$ cat config.mk
export PLATFORM = sky130hd
export DESIGN_NAME = exc_timing_unit
export DESIGN_NICKNAME = d
export VERILOG_FILES = /design/src/rtl/exc_timing_unit.sv
export SDC_FILE = /design/constraint.sdc
export NUM_CORES = 1
export LEC_CHECK = 0
export ABC_AREA = 1
export BUFFER_PORTS_ARGS = -buffer_cell sky130_fd_sc_hd__clkbuf_2
export CORE_UTILIZATION = 29
export CTS_CLUSTER_DIAMETER = 50
export CTS_CLUSTER_SIZE = 30
export DETAILED_ROUTE_END_ITERATION = 16
export HOLD_SLACK_MARGIN = 0.03
export SLEW_MARGIN = 10
export SYNTH_ARGS = -nofsm -noshare
export SYNTH_HDL_FRONTEND = slang
export SYNTH_SLANG_ARGS = --single-unit
$ cat constraint.sdc
create_clock -name clk -period 1.08 [get_ports clk]
set_input_delay 0.054 -clock clk [delete_from_list [all_inputs] [get_ports clk]]
set_output_delay 0.054 -clock clk [all_outputs]
set_load 0.02 [all_outputs]
$ cat src/rtl/exc_timing_unit.sv
module exc_timing_unit (
  input  logic       clk,
  input  logic       rst_n,
  input  logic       nmi_pin,
  input  logic       irq_req,
  input  logic       irq_en,
  input  logic       bus_err,
  input  logic       addr_err,
  input  logic [1:0] mem_acc,
  input  logic       dec_priv,
  input  logic       dec_swi,
  input  logic       dec_ovf,
  input  logic       dec_ill,
  input  logic       ex_div0,
  input  logic       ex_bound,
  input  logic       trace_en,
  input  logic       ph_dec,
  input  logic       ph_ex,
  input  logic       ph_bnd,
  output logic       exc_take,
  output logic [3:0] exc_code,
  output logic [1:0] exc_acc,
  output logic       abort_insn
);
  localparam int NCLS = 11;

  logic            nmi_q, nmi_pend;
  logic [NCLS:4]   pend;
  logic [NCLS:1]   fresh, elig, win;

  assign fresh[1]  = bus_err;
  assign fresh[2]  = addr_err;
  assign fresh[3]  = 1'b0;
  assign fresh[4]  = ph_dec & dec_ill;
  assign fresh[5]  = ph_dec & dec_priv;
  assign fresh[6]  = ph_dec & dec_swi;
  assign fresh[7]  = ph_dec & dec_ovf;
  assign fresh[8]  = ph_ex  & ex_div0;
  assign fresh[9]  = ph_ex  & ex_bound;
  assign fresh[10] = ph_bnd & trace_en;
  assign fresh[11] = ph_bnd & irq_en & irq_req;

  assign elig[3:1]   = {nmi_pend, fresh[2:1]};
  assign elig[9:4]   = fresh[9:4] | pend[9:4];
  assign elig[11:10] = ph_bnd ? (fresh[11:10] | pend[11:10]) : 2'b00;

  assign win = elig & (~elig + 11'd1);

  always_comb begin
    exc_code = 4'd0;
    for (int i = NCLS; i >= 1; i--)
      if (win[i]) exc_code = 4'(i);
  end

  assign exc_take   = |elig;
  assign abort_insn = exc_take & ~ph_bnd;
  assign exc_acc    = (win[1] | win[2]) ? mem_acc : 2'd0;

  always_ff @(posedge clk or negedge rst_n) begin
    if (!rst_n) begin
      nmi_q    <= 1'b1;
      nmi_pend <= 1'b0;
      pend     <= '0;
    end else begin
      nmi_q    <= nmi_pin;
      nmi_pend <= (nmi_pend & ~win[3]) | (nmi_pin & ~nmi_q);
      pend     <= (pend | fresh[NCLS:4]) & ~win[NCLS:4];
    end
  end
endmodule

==> results of run 1 <==
-- worst min-delay path, stage by stage --
cell      delay [ps]
clkbuf_2          80
a21oi_2           50
a31oi_1          120
-- flip-flops by register name (all words and copies together) (netlist names) --
signal / count
pend: 8
nmi_q: 1
nmi_pend: 1
-- logic make-up after synthesis --
group | Yosys count | share of synthesized area
AOI/OAI and AO/OA | 14 | 0.143
buffers and inverters | 23 | 0.139
DFF | 10 | 0.404
and+or+nand+nor | 41 | 0.315
-- how the worst max path moves through the flow --
stage | end | slack, ps
after floorplan | exc_code[0] | -40
after global placement | exc_code[0] | -200
after detailed placement | exc_code[1] | -220
after CTS | exc_code[0] | -470
after global routing | exc_code[1] | -590
final | exc_take | -490
-- what timing repair did --
item | CTS | global route
buffers inserted | 3 | 1
pin swaps | 6 | 6
hold endpoints to repair | 11 | 0
hold buffers | 2 | 0
resized for setup | 22 | 24
setup endpoints to repair | 11 | 11
-- power by group through the flow --
| stage | Sequential, mW | Combinational, mW | Clock, mW |
|---|---|---|---|
| final | 0.404 | 0.247 | 0.341 |
| after global routing | 0.406 | 0.271 | 0.374 |
| after CTS | 0.403 | 0.227 | 0.348 |
| after detailed placement | 0.408 | 0.200 | 0 |
| after global placement | 0.407 | 0.197 | 0 |
| after floorplan | 0.407 | 0.0914 | 0 |
-- cell usage in the layout, fill, tap and decap left out, drive strengths merged, types with 2 or more instances in the layout --
cell,count
buf,27
clkbuf,25
inv,23
nand2,18
nor2,16
dfrtp,9
a21oi,6
nand3,4
o21ai,2
dlygate4sd3,2
nor3,2
-- layer usage --
| layer | wire [um] | GRT usage | up-vias |
|---|---|---|---|
| li1 | - | - | 380 |
| met1 | 697 | 0.186 | 328 |
| met2 | 890 | 0.282 | 19 |
| met3 | 66 | 0.0283 | 4 |
| met4 | 14 | 0.0441 | 0 |
| met5 | 0 | 0 | - |
-- area by class of cell --
class / count / area, sq um / area share
clock buffer: 4 / 36.3 / 0.0308
inverter: 23 / 88.8 / 0.0753
multi-input combinational: 55 / 384 / 0.326
sequential: 10 / 251 / 0.213
tap: 27 / 33.8 / 0.0286
timing repair buffer: 50 / 385 / 0.327
==> results.py, run 1 <==
metrics = {
    "global_routing": {
        "grt-ovfl-total": 0,
        "antenna_found_initial": 0,
        "grt_pass1_wl_mm": 2.86,
        "grt_max_degree": 11,
        "grtUsageTotal": 0.155,
        "grt_pass1_vias": 753,
    },
    "min_path": {
        "worstHoldStart": "trace_en",
        "min_path_type": "in2reg",
        "worstHoldPathCells": 3,
        "whs_endpoint": "pend[10]$_DFF_PN0_",
    },
    "job": {
        "maxCapViolCount": 0,
    },
    "logic_synthesis": {
        "synthArstFlopShare": 1.00,
        "syn_inst": 88,
        "syn_area_per_cell_sq_um": 7.08,
        "synth_edf_count": 0,
        "synth_area_leaders": "dfrtp_1 36%, inv_1 13%, nand2_1 9.6%, nor2_1 8.4%, dfstp_2 4.2%",
        "netlist.area_leader.share": 0.361,
        "synth_ff_type": "dfrtp_1",
        "syn-num-nets": 107,
        "synthTopCellsByCount": "22 x inv_1, 16 x nand2_1, 14 x nor2_1",
        "synth.distinct_cells": 24,
        "synth_seq_cells": 10,
        "synth_most_common_cell": "inv_1",
        "syn_area_sq_um": 623,
        "ys_warn_count": 0,
        "synth.largest_area_cell": "dfrtp_1",
        "ys_seq_area_frac": 0.404,
    },
    "timing": {
        "whs_ps": 84.2,
        "max_slew_margin": 0.790,
        "tightestPinTransition_ps": 313,
        "rsz0062_at_grt": "true",
        "setup_viol": 10,
        "setup_tns_ps": -3430,
        "timing.final.crit_share": 1.45,
        "fmax_mhz": 639,
        "clock_skew_ps": 4.92,
        "final-max-slew-violation-count": 0,
        "hold_violations": 0,
        "post-route-min-period_ps": 1570,
        "finalWorstSetupSlack_ps": -485,
    },
    "pwr": {
        "switching_share": 0.276,
        "p_seq_frac": 0.407,
        "p_int_mw": 0.719,
        "total_leakage_power_nw": 0.616,
        "peakVddDrop_mv": 0.588,
        "switchingPower_mw": 0.274,
        "power_frac_comb": 0.249,
        "power.total_mw": 0.992,
        "clkPwrFrac": 0.343,
        "power_density_nw_per_um2": 841,
    },
    "critical_path": {
        "rrSetupSlack_ps": -260,
        "cp_data_required_time_ps": 1030,
        "r2r-start": "pend[4]$_DFF_PN0_",
        "path_depth": 7,
        "path_delay_family": "flip-flops",
        "end_kind": "primary output",
        "crit_buf_inv": 3,
        "r2r_cells": 8,
        "rr_endpoint": "pend[9]$_DFF_PN0_",
        "crit_fanout": 3,
        "start_kind": "register",
        "crit_arrival_ps": 1510,
        "crit_path_frequent_cell": "buf_6",
        "crit_path_top_delay_cell": "dfrtp_1",
        "critPathMaxStageDelay_ps": 400,
        "startpoint": "pend[4]$_DFF_PN0_",
        "worstPathCellList": "a21oi_4, nand3_4, nor2_4, buf_6, buf_6, nand2_2, buf_6",
        "worstSetupPathType": "reg2out",
    },
    "die": {
        "die_height_um": 48.4,
        "start_util": 0.314,
        "io_pins": 27,
        "coreArea_sq_um": 1980,
        "rows": 16,
        "die_area_sq_um": 2340,
        "die_width_um": 48.4,
    },
    "clocking": {
        "clockRootBuffer": "clkbuf_4",
        "clock-sinks": 10,
        "cts_max_level": 1,
        "cts_made_buffers": 3,
        "cts_max_path_buffers": 2,
        "cts_tree": "yes",
        "clock_latency_ps": 270,
        "clkSlewWorstSetupHoldPaths_ps": 70,
    },
    "placed_design": {
        "dpl.cell_count": 159,
        "place_worst_setup_slack_ps": -222,
        "place_area_sq_um": 950,
        "port-buffer-count": 26,
        "hpwl_mm": 1.21,
        "gp_congestion": 0.745,
    },
    "outcome": {
        "status": "finished, violations left",
        "failed_checks": "setup timing",
    },
    "routing": {
        "drt_iter0_markers": 9,
        "routedWlPerCell_um": 9.87,
        "drt_pass1_iterations": 2,
        "vias_per_cell": 4.33,
        "antenna_left": 0,
        "drcViolationCount": 0,
        "routed_wl_mm": 1.67,
        "vias": 731,
    },
    "cells_and_area": {
        "drive_gt1_frac": 0.606,
        "syn_to_final_growth_pct": 89.4,
        "num-nets-final": 162,
        "nFillCells": 187,
        "layout.cells.non_filler": 169,
        "finish.utilization": 0.595,
        "final_area_sq_um": 1180,
        "diodes": 0,
    },
}
Note: power is estimated with default switching activity, not from simulation.
==> inputs of run 2 (changes only) <==
- MAX_ROUTING_LAYER: not set -> met4
==> run 2 against run 1 <==
  * The flow still finishes with violations (setup timing)
  * Design area is the same
  * Sequential cell count did not move
  * Wire length did not move
  * Clock power barely moved
  * Die area stayed put
  * Combinational power barely moved
  * Critical endpoint unchanged
  * Clock skew about the same
  * Sequential power about the same
  * Setup slack hardly changed
  * Via count did not move
==> results.py, run 2 (synthesized netlist as in run 1, its figures left out) <==
metrics = {
    "clocking": {
        "cts_made_buffers": 3,
        "clockRootBuffer": "clkbuf_4",
        "cts_max_level": 1,
        "clock-sinks": 10,
        "clkSlewWorstSetupHoldPaths_ps": 70,
        "cts_max_path_buffers": 2,
        "cts_tree": "yes",
        "clock_latency_ps": 270,
    },
    "die": {
        "die_area_sq_um": 2340,
        "die_width_um": 48.4,
        "start_util": 0.314,
        "die_height_um": 48.4,
        "io_pins": 27,
        "coreArea_sq_um": 1980,
        "rows": 16,
    },
    "critical_path": {
        "rrSetupSlack_ps": -260,
        "startpoint": "pend[4]$_DFF_PN0_",
        "cp_data_required_time_ps": 1030,
        "r2r_cells": 8,
        "start_kind": "register",
        "path_depth": 7,
        "crit_path_frequent_cell": "buf_6",
        "path_delay_family": "flip-flops",
        "endpoint": "exc_take",
        "critPathMaxStageDelay_ps": 400,
        "crit_path_top_delay_cell": "dfrtp_1",
        "worstPathCellList": "a21oi_4, nand3_4, nor2_4, buf_6, buf_6, nand2_2, buf_6",
        "crit_buf_inv": 3,
        "crit_arrival_ps": 1510,
        "r2r-start": "pend[4]$_DFF_PN0_",
        "rr_endpoint": "pend[9]$_DFF_PN0_",
        "end_kind": "primary output",
        "worstSetupPathType": "reg2out",
        "crit_fanout": 3,
    },
    "pwr": {
        "power.total_mw": 0.993,
        "switching_share": 0.276,
        "p_int_mw": 0.719,
        "switchingPower_mw": 0.274,
        "power_density_nw_per_um2": 841,
        "power_frac_comb": 0.249,
        "clkPwrFrac": 0.343,
        "p_seq_frac": 0.407,
        "total_leakage_power_nw": 0.616,
        "peakVddDrop_mv": 0.588,
    },
    "timing": {
        "hold_violations": 0,
        "post-route-min-period_ps": 1570,
        "finalWorstSetupSlack_ps": -485,
        "tightestPinTransition_ps": 313,
        "setup_viol": 10,
        "whs_ps": 84.0,
        "rsz0062_at_grt": "true",
        "timing.final.crit_share": 1.45,
        "setup_tns_ps": -3430,
        "final-max-slew-violation-count": 0,
        "clock_skew_ps": 4.92,
        "max_slew_margin": 0.790,
        "fmax_mhz": 639,
    },
    "global_routing": {
        "use_met2": 0.282,
        "busiest_layer": "met2",
        "grtUsageTotal": 0.160,
        "grt_pass1_vias": 752,
        "antenna_found_initial": 0,
        "grt_util_met1": 0.186,
        "grt_pass1_wl_mm": 2.86,
        "grt-ovfl-total": 0,
        "grt_util_met3": 0.0283,
        "grt_max_degree": 11,
    },
    "cells_and_area": {
        "final_cell_mix": "20 x clkbuf_2, 18 x inv_1, 17 x buf_4, 10 x nand2_1, 10 x nor2_1",
        "drive_gt1_frac": 0.606,
        "syn_to_final_growth_pct": 89.4,
        "reg_top3": "pend x8, nmi_pend x1, nmi_q x1",
        "final_common_cell": "clkbuf_2",
        "top_register": "pend",
        "nFillCells": 187,
        "num-nets-final": 162,
        "finish.utilization": 0.595,
        "diodes": 0,
        "largest_reg_flops": 8,
        "multi_input_area_sq_um": 384,
        "layout.cells.non_filler": 169,
        "register_area_sq_um": 251,
        "final_area_sq_um": 1180,
    },
    "placed_design": {
        "hpwl_mm": 1.21,
        "port-buffer-count": 26,
        "place_area_sq_um": 950,
        "gp_congestion": 0.754,
        "dpl.cell_count": 159,
        "place_worst_setup_slack_ps": -222,
    },
    "routing": {
        "routedWlPerCell_um": 9.87,
        "drcViolationCount": 0,
        "vias_per_cell": 4.33,
        "drt_iter0_markers": 9,
        "antenna_left": 0,
        "vias": 731,
        "drt_pass1_iterations": 2,
        "routed_wl_mm": 1.67,
    },
    "min_path": {
        "worstHoldPathCells": 3,
        "min_path_type": "in2reg",
        "worstHoldStart": "trace_en",
    },
    "outcome": {
        "failed_checks": "setup timing",
        "status": "finished, violations left",
    },
    "job": {
        "maxCapViolCount": 0,
    },
}
[run 2: final cells by class]
| class | count | area share |
|---|---|---|
| clock buffers | 4 | 0.0308 |
| well taps | 27 | 0.0286 |
| repair buffers | 50 | 0.327 |
| multi-input cells | 55 | 0.326 |
| inverters | 23 | 0.0753 |
| flip-flops and latches | 10 | 0.213 |
[run 2: layer usage]
metal	vias up	wire length, um
met5	-	0
li1	380	-
met1	328	697
met2	19	890
met4	0	14
met3	4	66
[run 2: repair_timing]
action / in CTS / in global routing
hold buffers: 2 / 0
resized for setup: 22 / 24
endpoints found under the setup margin: 11 / 11
setup buffers: 3 / 1
pin swaps: 6 / 6
endpoints found under the hold margin: 11 / 0
[run 2: worst reg2reg max path, cell delays in order (launching register included)]
cell and delay [ps]:
dfrtp_1 400, a21oi_4 160, nand3_4 120, nor2_4 150
buf_6 120, inv_4 40, buf_6 110, o21ai_2 100
inv_1 40
[run 2: worst min path at each step]
stage	slack (ps)	endpoint
detailed placement	-60	pend[7]$_DFF_PN0_
finish	80	pend[10]$_DFF_PN0_
floorplan	-240	nmi_pend$_DFF_PN0_
CTS	80	pend[10]$_DFF_PN0_
global route	100	pend[10]$_DFF_PN0_
global placement	-70	pend[7]$_DFF_PN0_
[run 2: power by group through the flow]
stage	Combinational, mW	Clock (mW)	Sequential, mW
after floorplan	0.0914	0	0.407
after global placement	0.197	0	0.407
after CTS	0.227	0.348	0.403
after global routing	0.271	0.374	0.406
final	0.247	0.341	0.404
after detailed placement	0.200	0	0.408
